## config.mk

```make
export PLATFORM = sky130hd
export DESIGN_NAME = nif_flit_bridge
export DESIGN_NICKNAME = d
export VERILOG_FILES = /design/src/rtl/nif_pkg.sv /design/src/rtl/nif_tx_fsm.sv /design/src/rtl/nif_rx_fsm.sv /design/src/rtl/nif_word_fifo.sv /design/src/rtl/nif_flit_bridge.sv
export SDC_FILE = /design/constraint.sdc
export NUM_CORES = 1
export LEC_CHECK = 0
export ABC_AREA = 1
export BUFFER_PORTS_ARGS = -buffer_cell sky130_fd_sc_hd__buf_2
export CAP_MARGIN = 30
export CORE_MARGIN = 1
export CORE_UTILIZATION = 45
export DETAILED_ROUTE_END_ITERATION = 10
export PLACE_DENSITY = 0.73
export RECOVER_POWER = 50
export SLEW_MARGIN = 20
export SYNTH_ARGS = -nofsm -noshare
export SYNTH_HDL_FRONTEND = slang
export SYNTH_HIERARCHICAL = 1
export SYNTH_SLANG_ARGS = --single-unit
```

## constraint.sdc

```tcl
create_clock -name clk -period 3.7 [get_ports clk]
set_clock_uncertainty 0.1 [all_clocks]
set_input_delay 0 -clock clk [delete_from_list [all_inputs] [get_ports clk]]
set_output_delay 0 -clock clk [all_outputs]
set_load 0.02 [all_outputs]
```

## src/rtl/nif_pkg.sv

```systemverilog
package nif_pkg;

    typedef enum logic [2:0] {
        TX_IDLE,
        TX_HEADER,
        TX_SIZE,
        TX_WORD_HI,
        TX_WORD_LO,
        TX_DONE
    } tx_state_e;

    typedef enum logic [1:0] {
        RX_WAIT_HDR,
        RX_WAIT_SIZE,
        RX_HI,
        RX_LO
    } rx_state_e;

endpackage

```

## src/rtl/nif_tx_fsm.sv

```systemverilog
module nif_tx_fsm
    import nif_pkg::*;
#(
    parameter int FLIT_W = 16,
    parameter int LEN_W  = 8
) (
    input  logic                clk,
    input  logic                rst_n,
    input  logic                start,
    input  logic [FLIT_W-1:0]   dest,
    input  logic [LEN_W-1:0]    len,
    output logic                busy,
    input  logic                word_valid,
    input  logic [2*FLIT_W-1:0] word,
    output logic                word_ready,
    output logic                flit_valid,
    output logic [FLIT_W-1:0]   flit,
    input  logic                flit_ready
);
    localparam int WORD_W = 2 * FLIT_W;
    localparam int PAD_W  = FLIT_W - LEN_W - 1;

    typedef struct packed {
        tx_state_e          state;
        logic [FLIT_W-1:0]  dest;
        logic [LEN_W-1:0]   total;
        logic [LEN_W-1:0]   left;
        logic [WORD_W-1:0]  word;
        logic               have;
    } tx_regs_t;

    tx_regs_t q, d;
    logic [FLIT_W-1:0] size_flit;

    assign size_flit = {{PAD_W{1'b0}}, q.total, 1'b0};
    assign busy      = (q.state != TX_IDLE);

    always_comb begin
        d          = q;
        word_ready = 1'b0;
        flit_valid = 1'b0;
        flit       = '0;
        case (q.state)
            TX_IDLE: begin
                if (start) begin
                    d.dest  = dest;
                    d.total = len;
                    d.left  = len;
                    d.have  = 1'b0;
                    d.state = TX_HEADER;
                end
            end
            TX_HEADER: begin
                flit_valid = 1'b1;
                flit       = q.dest;
                if (flit_ready) d.state = TX_SIZE;
            end
            TX_SIZE: begin
                flit_valid = 1'b1;
                flit       = size_flit;
                word_ready = !q.have && (q.left != '0);
                if (flit_ready) d.state = (q.left == '0) ? TX_DONE : TX_WORD_HI;
            end
            TX_WORD_HI: begin
                word_ready = !q.have;
                flit_valid = q.have;
                flit       = q.word[WORD_W-1:FLIT_W];
                if (q.have && flit_ready) d.state = TX_WORD_LO;
            end
            TX_WORD_LO: begin
                flit_valid = 1'b1;
                flit       = q.word[FLIT_W-1:0];
                if (flit_ready) begin
                    d.have  = 1'b0;
                    d.left  = q.left - 1'b1;
                    d.state = (q.left == LEN_W'(1)) ? TX_DONE : TX_WORD_HI;
                end
            end
            TX_DONE: begin
                d.state = TX_IDLE;
            end
            default: d.state = TX_IDLE;
        endcase
        if (word_ready && word_valid) begin
            d.word = word;
            d.have = 1'b1;
        end
    end

    always_ff @(posedge clk) begin
        if (!rst_n) begin
            q <= '0;
        end else begin
            q <= d;
        end
    end

endmodule

```

## src/rtl/nif_rx_fsm.sv

```systemverilog
module nif_rx_fsm
    import nif_pkg::*;
#(
    parameter int FLIT_W = 16
) (
    input  logic                clk,
    input  logic                rst_n,
    input  logic                flit_valid,
    input  logic [FLIT_W-1:0]   flit,
    output logic                flit_ready,
    input  logic                buf_full,
    output logic                push,
    output logic [2*FLIT_W-1:0] push_word,
    output logic                irq,
    output logic [FLIT_W-1:0]   hdr
);
    localparam int CNT_W = FLIT_W - 1;

    typedef struct packed {
        rx_state_e          state;
        logic [FLIT_W-1:0]  hi;
        logic [CNT_W-1:0]   left;
        logic               irq;
        logic [FLIT_W-1:0]  hdr;
    } rx_regs_t;

    rx_regs_t q, d;
    logic [CNT_W-1:0] size_words;

    assign size_words = flit[FLIT_W-1:1];
    assign irq        = q.irq;
    assign hdr        = q.hdr;
    assign push_word  = {q.hi, flit};

    always_comb begin
        d          = q;
        d.irq      = 1'b0;
        push       = 1'b0;
        flit_ready = 1'b1;
        case (q.state)
            RX_WAIT_HDR: begin
                if (flit_valid) begin
                    d.hdr   = flit;
                    d.irq   = 1'b1;
                    d.state = RX_WAIT_SIZE;
                end
            end
            RX_WAIT_SIZE: begin
                if (flit_valid) begin
                    d.left  = size_words;
                    d.state = (size_words == '0) ? RX_WAIT_HDR : RX_HI;
                end
            end
            RX_HI: begin
                flit_ready = !buf_full;
                if (flit_valid && !buf_full) begin
                    d.hi    = flit;
                    d.state = RX_LO;
                end
            end
            RX_LO: begin
                flit_ready = !buf_full;
                if (flit_valid && !buf_full) begin
                    push    = 1'b1;
                    d.left  = q.left - 1'b1;
                    d.state = (q.left == CNT_W'(1)) ? RX_WAIT_HDR : RX_HI;
                end
            end
            default: d.state = RX_WAIT_HDR;
        endcase
    end

    always_ff @(posedge clk) begin
        if (!rst_n) begin
            q <= '0;
        end else begin
            q <= d;
        end
    end

endmodule

```

## src/rtl/nif_word_fifo.sv

```systemverilog
module nif_word_fifo #(
    parameter int WORD_W = 32,
    parameter int DEPTH  = 16,
    parameter int CNT_W  = $clog2(DEPTH + 1)
) (
    input  logic              clk,
    input  logic              rst_n,
    input  logic              push,
    input  logic [WORD_W-1:0] push_data,
    input  logic              pop,
    output logic [WORD_W-1:0] pop_data,
    output logic              pop_valid,
    output logic              full,
    output logic [CNT_W-1:0]  count
);
    localparam int PTR_W = (DEPTH > 1) ? $clog2(DEPTH) : 1;

    typedef struct packed {
        logic [DEPTH-1:0][WORD_W-1:0] mem;
        logic [PTR_W-1:0]             wr;
        logic [PTR_W-1:0]             rd;
        logic [CNT_W-1:0]             cnt;
    } fifo_regs_t;

    fifo_regs_t q, d;
    logic do_push, do_pop;

    function automatic logic [PTR_W-1:0] bump(input logic [PTR_W-1:0] p);
        return (p == PTR_W'(DEPTH - 1)) ? '0 : p + 1'b1;
    endfunction

    assign pop_valid = (q.cnt != '0);
    assign full      = (q.cnt == CNT_W'(DEPTH));
    assign count     = q.cnt;
    assign pop_data  = q.mem[q.rd];
    assign do_push   = push && !full;
    assign do_pop    = pop && pop_valid;

    always_comb begin
        d = q;
        if (do_push) begin
            d.mem[q.wr] = push_data;
            d.wr        = bump(q.wr);
        end
        if (do_pop) begin
            d.rd = bump(q.rd);
        end
        case ({do_push, do_pop})
            2'b10:   d.cnt = q.cnt + 1'b1;
            2'b01:   d.cnt = q.cnt - 1'b1;
            default: d.cnt = q.cnt;
        endcase
    end

    always_ff @(posedge clk) begin
        if (!rst_n) begin
            q.wr  <= '0;
            q.rd  <= '0;
            q.cnt <= '0;
            q.mem <= q.mem;
        end else begin
            q <= d;
        end
    end

endmodule

```

## src/rtl/nif_flit_bridge.sv

```systemverilog
module nif_flit_bridge #(
    parameter int FLIT_W    = 16,
    parameter int BUF_DEPTH = 16,
    parameter int LEN_W     = 8
) (
    input  logic                clk,
    input  logic                rst_n,
    input  logic                tx_start,
    input  logic [FLIT_W-1:0]   tx_dest,
    input  logic [LEN_W-1:0]    tx_len,
    output logic                tx_busy,
    input  logic                dma_word_valid,
    input  logic [2*FLIT_W-1:0] dma_word,
    output logic                dma_word_ready,
    output logic                link_out_valid,
    output logic [FLIT_W-1:0]   link_out_flit,
    input  logic                link_out_ready,
    input  logic                link_in_valid,
    input  logic [FLIT_W-1:0]   link_in_flit,
    output logic                link_in_ready,
    output logic                rx_irq,
    output logic [FLIT_W-1:0]   rx_header,
    output logic                cpu_rd_valid,
    output logic [2*FLIT_W-1:0] cpu_rd_data,
    input  logic                cpu_rd
);
    localparam int WORD_W = 2 * FLIT_W;
    localparam int CNT_W  = $clog2(BUF_DEPTH + 1);

    logic              buf_full;
    logic              rx_push;
    logic [WORD_W-1:0] rx_word;
    logic [CNT_W-1:0]  occupancy;

    nif_tx_fsm #(.FLIT_W(FLIT_W), .LEN_W(LEN_W)) tx_i (
        .clk        (clk),
        .rst_n      (rst_n),
        .start      (tx_start),
        .dest       (tx_dest),
        .len        (tx_len),
        .busy       (tx_busy),
        .word_valid (dma_word_valid),
        .word       (dma_word),
        .word_ready (dma_word_ready),
        .flit_valid (link_out_valid),
        .flit       (link_out_flit),
        .flit_ready (link_out_ready)
    );

    nif_rx_fsm #(.FLIT_W(FLIT_W)) rx_i (
        .clk        (clk),
        .rst_n      (rst_n),
        .flit_valid (link_in_valid),
        .flit       (link_in_flit),
        .flit_ready (link_in_ready),
        .buf_full   (buf_full),
        .push       (rx_push),
        .push_word  (rx_word),
        .irq        (rx_irq),
        .hdr        (rx_header)
    );

    nif_word_fifo #(.WORD_W(WORD_W), .DEPTH(BUF_DEPTH), .CNT_W(CNT_W)) buf_i (
        .clk       (clk),
        .rst_n     (rst_n),
        .push      (rx_push),
        .push_data (rx_word),
        .pop       (cpu_rd),
        .pop_data  (cpu_rd_data),
        .pop_valid (cpu_rd_valid),
        .full      (buf_full),
        .count     (occupancy)
    );

endmodule

```

Yosys cells after proc, flatten, opt, wreduce, memory -nomap -nowiden
Cells that the tools add are included.
{"block": "totals", "reg_bits": 643, "latchBits": 0, "ram_bits": 0, "romBits": 0, "memories": 0}
{"block": "classes", "addsub": 6, "n_mul": 0, "div": 0, "order_cmp": 3, "n_eq_ne": 25, "shifts": 0, "muxes": 39, "bitwise_logic": 0, "n_reduce_logical": 32}
{"operator": "bitwise mux 512 bit", "count": 1}
{"operator": "binary-select mux 32 bit (select 4 bit)", "count": 1}
{"operator": "demux 32 bit (select 4 bit)", "count": 1}
{"operator": "two-way mux 32 bit", "count": 2}
{"operator": "one-hot mux 16 bit (4 select lines)", "count": 1}
{"operator": "two-way mux 35 bit", "count": 1}
{"operator": "two-way mux 15 bit", "count": 2}
{"operator": "one-hot mux 15 bit (2 select lines)", "count": 1}
{"operator": "two-way mux 18 bit", "count": 1}
{"operator": "two-way mux 3 bit", "count": 6}
{"operator": "two-way mux 17 bit", "count": 1}
{"operator": "one-hot mux 8 bit (2 select lines)", "count": 1}
{"operator": "equality test 15 x 1 -> 1 bit, second input constant", "count": 1}
{"operator": "logical NOT 15 bit", "count": 1}
{"operator": "one-hot mux 3 bit (5 select lines)", "count": 1}
{"operator": "subtractor 15 x 1 -> 15 bit, second input constant", "count": 1}
{"operator": "inequality test 2 bit, second input constant", "count": 6}
{"operator": "< comparator 4 x 5 -> 1 bit, second input constant", "count": 2}
{"operator": "two-way mux 2 bit", "count": 5}
{"operator": "one-hot mux 5 bit (2 select lines)", "count": 1}
{"operator": "AND reduction 2 bit", "count": 5}
{"operator": "AND reduction 3 bit", "count": 3}
{"operator": "adder 4 x 1 -> 4 bit, second input constant", "count": 2}
{"operator": "equality test 4 bit, second input constant", "count": 2}
{"operator": "31 further kinds", "count": 56}

Depth between registers and ports, before layout
Gate-level depths: netlist (run 1).
{"block": "logic_depth", "depth_word": 8, "mapped_depth": 16}

By module
Netlist (run 1), hierarchy kept.
{"mod": "nif_word_fifo", "n_inst": 1, "cells_per_inst": 2202, "area_per_inst_um2": 22720.5, "seq_area_each_um2": 15635.0}
{"mod": "nif_tx_fsm", "n_inst": 1, "cells_per_inst": 489, "area_per_inst_um2": 3293.2, "seq_area_each_um2": 1361.3}
{"mod": "nif_rx_fsm", "n_inst": 1, "cells_per_inst": 390, "area_per_inst_um2": 2648.8, "seq_area_each_um2": 1001.0}

Worst setup path before layout (run 1)
OpenSTA, ideal clock, no wires.
{"block": "synth_timing", "path_type": "register to register", "from": "register buf_i.q (netlist bit buf_i/count[0])", "to": "register buf_i/q[100] (netlist bit) (enable)", "arrival_time_ns": 2.825, "path_slack_ns": 0.354, "path_stages_with_launch": 11, "cell_sequence": "dfxtp_1 nor2_1 nand3_1 inv_1 inv_1 nand2_1 nor2_1 nand2_1 nor2_4 nand2_1 nor2_1"}
{"block": "synth_via", "elab_chain_len": 7}
{"item": "from (decl)", "line_no": "nif_word_fifo.sv:25", "text": "fifo_regs_t q, d;"}
{"item": "equality test 5 bit", "line_no": "nif_word_fifo.sv:33", "text": "assign full = (q.cnt == CNT_W'(DEPTH));"}
{"item": "via buf_full", "line_no": "nif_flit_bridge.sv:30", "text": "logic buf_full;"}
{"item": "logical NOT 1 bit", "line_no": "nif_rx_fsm.sv:63", "text": "if (flit_valid && !buf_full) begin"}
{"item": "logical AND 1 bit", "line_no": "nif_rx_fsm.sv:63"}
{"item": "two-way mux 1 bit", "line_no": "nif_rx_fsm.sv:63"}
{"item": "two-way mux 1 bit", "line_no": "nif_rx_fsm.sv:40", "text": "case (q.state)"}
{"item": "via rx_push", "line_no": "nif_flit_bridge.sv:31", "text": "logic rx_push;"}
{"item": "logical AND 1 bit", "line_no": "nif_word_fifo.sv:36", "text": "assign do_push = push && !full;"}
{"item": "AND reduction 2 bit (no source line)"}
The timed path passes the listed nets, and every way through them passes these cells.
A chain may end at the register's enable or synchronous reset.

Worst setup path in the final report (run 1)
{"block": "layout_timing", "from": "register tx_i/q[66] (netlist bit)", "to": "register tx_i/q[36] (netlist bit)"}
{"block": "layout_via", "elab_chain_len": 3, "word_cells_on_any_way": 7, "classes_between": "eq/ne: 3; mux: 1; reduce/logical: 3"}
{"item": "from (decl)", "line_no": "nif_tx_fsm.sv:32", "text": "tx_regs_t q, d;"}
{"item": "from (signal assigned)", "line_no": "nif_tx_fsm.sv:92", "text": "q <= '0;"}
{"item": "from (signal assigned)", "line_no": "nif_tx_fsm.sv:94", "text": "q <= d;"}
{"item": "equality test 3 bit / logical NOT 3 bit (equally long branches)", "line_no": "nif_tx_fsm.sv:43", "text": "case (q.state)"}
{"item": "inequality test 2 bit (no source line) / nonzero test 2 bit (equally long branches)"}
{"item": "AND reduction 3 bit (no source line)"}
Several ways; a longest one is shown, not always the timed one.

==> flow_summary.ini, run 1 <==
[floorplanning]
core_um2 = 63000
die_h_um = 254
io_pins = 149
rows = 92
start_util_pct = 45.5
die-area_um2 = 64600
dieWidth_um = 254

[layout]
seq_area_um2 = 18000
multi_input_area_um2 = 7930
antennaDiodeCount = 0
fin_nets = 3341
final_util_pct = 52.1
area_delta_synth_final_pct = 14.6
layout_common_cells = nand2_1, edfxtp_1, inv_1
final.fill_count = 5492
final_common_cell = nand2_1
drive_gt1_share_pct = 9.06

[critical_path]
crit_required_ps = 4150
path_max_fanout = 32
cp-end-kind = flop
worstReg2RegStart = tx_i/q[66]
arrival_ps = 3650
crit_type = flop to flop
r2r_end = tx_i/q[36]
r2r_cells = 6
rrSetupSlack_ps = 510
critPathLaunchType = flop

[sta]
fin_tns_setup_ps = 0
slew_headroom_pct = -4.06
setup-violations-final = 0
period_needed_ps = 3190
clock.fmax_ghz = 0.313
hold_viol = 0
setup_ws_ps = 507
rsz0062_at_grt = no
period_share_pct = 86.3
tightest_slew_ps = 1560
drv_slew = 42

[global_route]
grt_pass1_vias = 20200
antenna_found_initial = 3
grt_first_pass_wirelength_um = 111000
grt_start_max_net_pins = 180
overflow = 0
track_usage_pct = 22.4

[clocking]
cts_htree_levels = 3
cts_buffer_depth = 3
clock-root-buffer = clkbuf_16
cts.clk_slew.worst_paths_ps = 60
clk_latency_ps = 620
cts_tree = built
ctsResizeCount = 0
clock-sinks = 643
cts_buffers = 68

[power_and_ir_drop]
power_density_nw_per_um2 = 608
ir_drop_uv = 469
swShare_pct = 33.7
p_int_mw = 13.2
clockPowerShare_pct = 32.8
leakagePower_nw = 14.1
combPwrFrac_pct = 25.9
seq_power_share_pct = 41.3
p_switching_mw = 6.73

[yosys]
syn_inst = 3076
synth_area_um2 = 28600
synth_area_per_cell_um2 = 9.31
synth_nets = 3169
synth_warnings = 6

[routing]
vias_per_cell = 5.07
vias = 21000
drt-total-wl_um = 72100
ant_nets = 0
drt_iter0_markers = 2006
drc_errors = 0
wl_per_cell_um = 17.4
firstDrtPassIters = 6

[hold_path]
worst_hold_path.endpoint = tx_i/q[23]
min_from = dma_word[22]
hold_path_depth = 4
hold_class = input pin to flop

[run_status]
status = complete, but fails checks
failed_checks = capacitance limit, slew limit

[placement]
gp_congestion = 0.852
portBuffers = 148
dp_hpwl_um = 41600
pre_cts_slack_ps = 663

[job]
maxCapViolCount = 2
-- flip-flops by register name, summed over array words and instances, names as in the netlist --
signal,flops
rx_i/q,17
tx_i/q,68
buf_i/count,5
rx_i/hdr,16
buf_i/q,520
rx_i/push_word,16
rx_i/irq,1
-- worst max-delay path by stage --
stage                         startpoint             end  slack, ps  depth (start not counted)
after floorplan           buf_i/count[0]    buf_i/q[100]        380                         10
after global placement    buf_i/count[0]  buf_i/count[3]        700                         14
after detailed placement  buf_i/count[0]    buf_i/q[366]        660                          9
after CTS                 buf_i/count[0]    buf_i/q[390]        630                          9
after global routing          tx_i/q[66]      tx_i/q[36]        310                          6
final                         tx_i/q[66]      tx_i/q[36]        510                          6
-- layer usage --
metal | GRT usage [%] | vias to the layer above | routed length [um]
li1 | - | 10100 | -
met4 | 7.49 | 0 | 1890
met5 | 0 | - | 0
met2 | 36.3 | 927 | 34200
met3 | 4.64 | 146 | 6540
met1 | 29.9 | 9803 | 29500
-- worst max-delay path: stages, from the launching register on --
cell and delay [ps]:
dfxtp_1 450, nor2_1 130, nand2_1 890, nand3_1 200, dlygate4sd3_1 640, a31oi_1 160
dlygate4sd3_1 560
-- stage by stage --
stage | hold slack [ps] | total power, mW | std cells | instance area, um^2
after global placement | 120 | 13.4 | 3928 | 29800
after detailed placement | 126 | 13.4 | 3928 | 29800
final | 46.4 | 20.0 | 4146 | 32800
after global routing | 61.1 | 20.9 | 4146 | 32800
after floorplan | 23.1 | 12.1 | 3076 | 28600
after CTS | 22.6 | 20.0 | 4146 | 32900
-- cell type report --
| cell class | count | share of cell area, % |
|---|---|---|
| tap | 846 | 3.23 |
| timing repair buffer | 288 | 6.34 |
| clock inverter | 36 | 0.965 |
| sequential | 643 | 54.9 |
| clock buffer | 86 | 5.64 |
| inverter | 417 | 4.79 |
| multi-input combinational | 1830 | 24.2 |
-- repair_timing --
item	CTS	global route
setup endpoints to repair	0	0
setup buffers	0	0
hold buffers	96	0
endpoints found under the hold margin	384	0
-- power by group through the flow --
stage | registers [mW] | clock network (mW) | logic (mW)
3_5_place_dp | 8.38 | 0 | 5.06
4_1_cts | 8.23 | 6.61 | 5.19
6_report | 8.24 | 6.55 | 5.16
5_1_grt | 8.26 | 6.88 | 5.74
3_3_place_gp | 8.37 | 0 | 5.01
2_1_floorplan | 8.21 | 0 | 3.92
Note: power is estimated with default switching activity, not from simulation.
==> run 2: changes to the inputs <==
--- a/config.mk
+++ b/config.mk
@@ -6,12 +6,12 @@
 export NUM_CORES = 1
 export LEC_CHECK = 0
 export ABC_AREA = 1
-export BUFFER_PORTS_ARGS = -buffer_cell sky130_fd_sc_hd__buf_2
 export CAP_MARGIN = 30
 export CORE_MARGIN = 1
 export CORE_UTILIZATION = 45
 export DETAILED_ROUTE_END_ITERATION = 10
-export PLACE_DENSITY = 0.73
+export DONT_BUFFER_PORTS = 1
+export PLACE_DENSITY = 0.71
 export RECOVER_POWER = 50
 export SLEW_MARGIN = 20
 export SYNTH_ARGS = -nofsm -noshare
==> flow_summary.ini, run 2 (synthesis results as in run 1) <==
[run_status]
status = completed

[power_and_ir_drop]
p_switching_mw = 6.64
power_density_nw_per_um2 = 606
p_int_mw = 13.3
power_mw = 20.0
seq_power_share_pct = 41.1
swShare_pct = 33.3
combPwrFrac_pct = 25.3
ir_drop_uv = 545
leakagePower_nw = 14.1
clockPowerShare_pct = 33.7

[global_route]
track_usage_pct = 23.0
grt_first_pass_wirelength_um = 114000
grt_pass1_vias = 20100
overflow = 0
grt_start_max_net_pins = 214
antenna_found_initial = 3

[job]
maxCapViolCount = 0

[sta]
tightest_slew_ps = 1380
hold_viol = 0
rsz0062_at_grt = no
period_needed_ps = 3470
slew_headroom_pct = 8.01
setup_ws_ps = 230
period_share_pct = 93.8
holdWs_ps = 35.6
clock.fmax_ghz = 0.288
fin_tns_setup_ps = 0
drv_slew = 0
setup-violations-final = 0

[critical_path]
critPathLaunchType = flop
crit_required_ps = 4160
slowest_delay_ps = 610
cp_common_cell = dlygate4sd3_1
crit_chain = nor2_4 > nand2_2 > nand3_1 > dlygate4sd3_1 > o21ai_0 > o21ai_0 > dlygate4sd3_1 > a21oi_1 > dlygate4sd3_1
rrSetupSlack_ps = 230
arrival_ps = 3930
crit_type = flop to flop
path_max_fanout = 32
cp_slowest_cell = dlygate4sd3_1
cp-end-kind = flop

[hold_path]
hold_class = input pin to flop

[placement]
dp_hpwl_um = 41500
portBuffers = 0
post_dp_cell_area_um2 = 29000
gp_congestion = 0.847
pre_cts_slack_ps = 633
dpl.cell_count = 3774

[floorplanning]
die-area_um2 = 64600
core_um2 = 63000
dieWidth_um = 254
rows = 92
die_h_um = 254
io_pins = 149
start_util_pct = 45.5

[layout]
fin_cells = 4080
drive_gt1_share_pct = 5.32
fin_nets = 3272
largest_reg_flops = 520
layout_common_cells = nand2_1, edfxtp_1, inv_1
regMostFlops = buf_i/q
area_delta_synth_final_pct = 15.2
final_util_pct = 52.4
final_common_cell = nand2_1
fin_area_um2 = 33000
largestRegisters = buf_i/q: 520 flops, tx_i/q: 68 flops, rx_i/q: 17 flops

[clocking]
cts_htree_levels = 3
post_cts_buffers = 0
clock-sinks = 643
cts_buffers = 68
clock-root-buffer = clkbuf_16
cts_buffer_depth = 3
cts.clk_slew.worst_paths_ps = 60
clk_latency_ps = 610
cts_tree = built

[routing]
vias_per_cell = 5.15
wl_per_cell_um = 18.3
drc_errors = 0
drt-total-wl_um = 74500
ant_nets = 0
vias = 21000
drt_iter0_markers = 2165
firstDrtPassIters = 8
==> run 2: layout make-up <==
type | count | area [um^2]
Timing Repair Buffer | 219 | 2200
Fill cell | 5344 | 30000
Clock buffer | 98 | 1930
Multi-Input combinational cell | 1830 | 7940
Sequential cell | 643 | 18000
Inverter | 417 | 1570
Tap cell | 846 | 1060
Clock inverter | 25 | 267
Antenna cell | 2 | 5.00
==> run 2: final timing paths <==
path,startpoint,end,cells past startpoint
worst max register to register,tx_i/q[66],tx_i/q[34],9
worst min-delay path,tx_dest[4],tx_i/q[53],3
worst max-delay path,tx_i/q[66],tx_i/q[34],9
worst min register to register,tx_i/q[53],tx_i/q[53],2
==> run 2: critical path: cells and delay by family (launching register included) <==
kind | cells | cell delay, ps
buffers and inverters | 3 | 1740
AND/OR/NAND/NOR | 3 | 810
flip-flops | 1 | 480
AO/OA/AOI/OAI | 3 | 270
==> run 2: timing repair <==
action	4_1_cts	5_1_grt
endpoints found under the setup margin	0	1
hold endpoints to repair	387	18
hold buffers	174	1
gates resized for setup	0	1
==> run 2: metal layers <==
| layer | GRT usage (%) | share of wire, % | vias to the layer above |
|---|---|---|---|
| li1 | - | - | 10000 |
| met1 | 30.2 | 41 | 9919 |
| met2 | 38.3 | 48 | 899 |
| met3 | 4.16 | 8.2 | 182 |
| met4 | 8.33 | 3.1 | 4 |
| met5 | 0 | 0.035 | - |
==> run 2: power groups by stage <==
| stage | Sequential, mW | Combinational, mW | Clock [mW] |
|---|---|---|---|
| after CTS | 8.20 | 5.01 | 6.79 |
| after detailed placement | 8.35 | 4.69 | 0 |
| after floorplan | 8.21 | 3.92 | 0 |
| after global routing | 8.22 | 5.63 | 7.07 |
| final | 8.20 | 5.05 | 6.73 |
| after global placement | 8.34 | 4.63 | 0 |
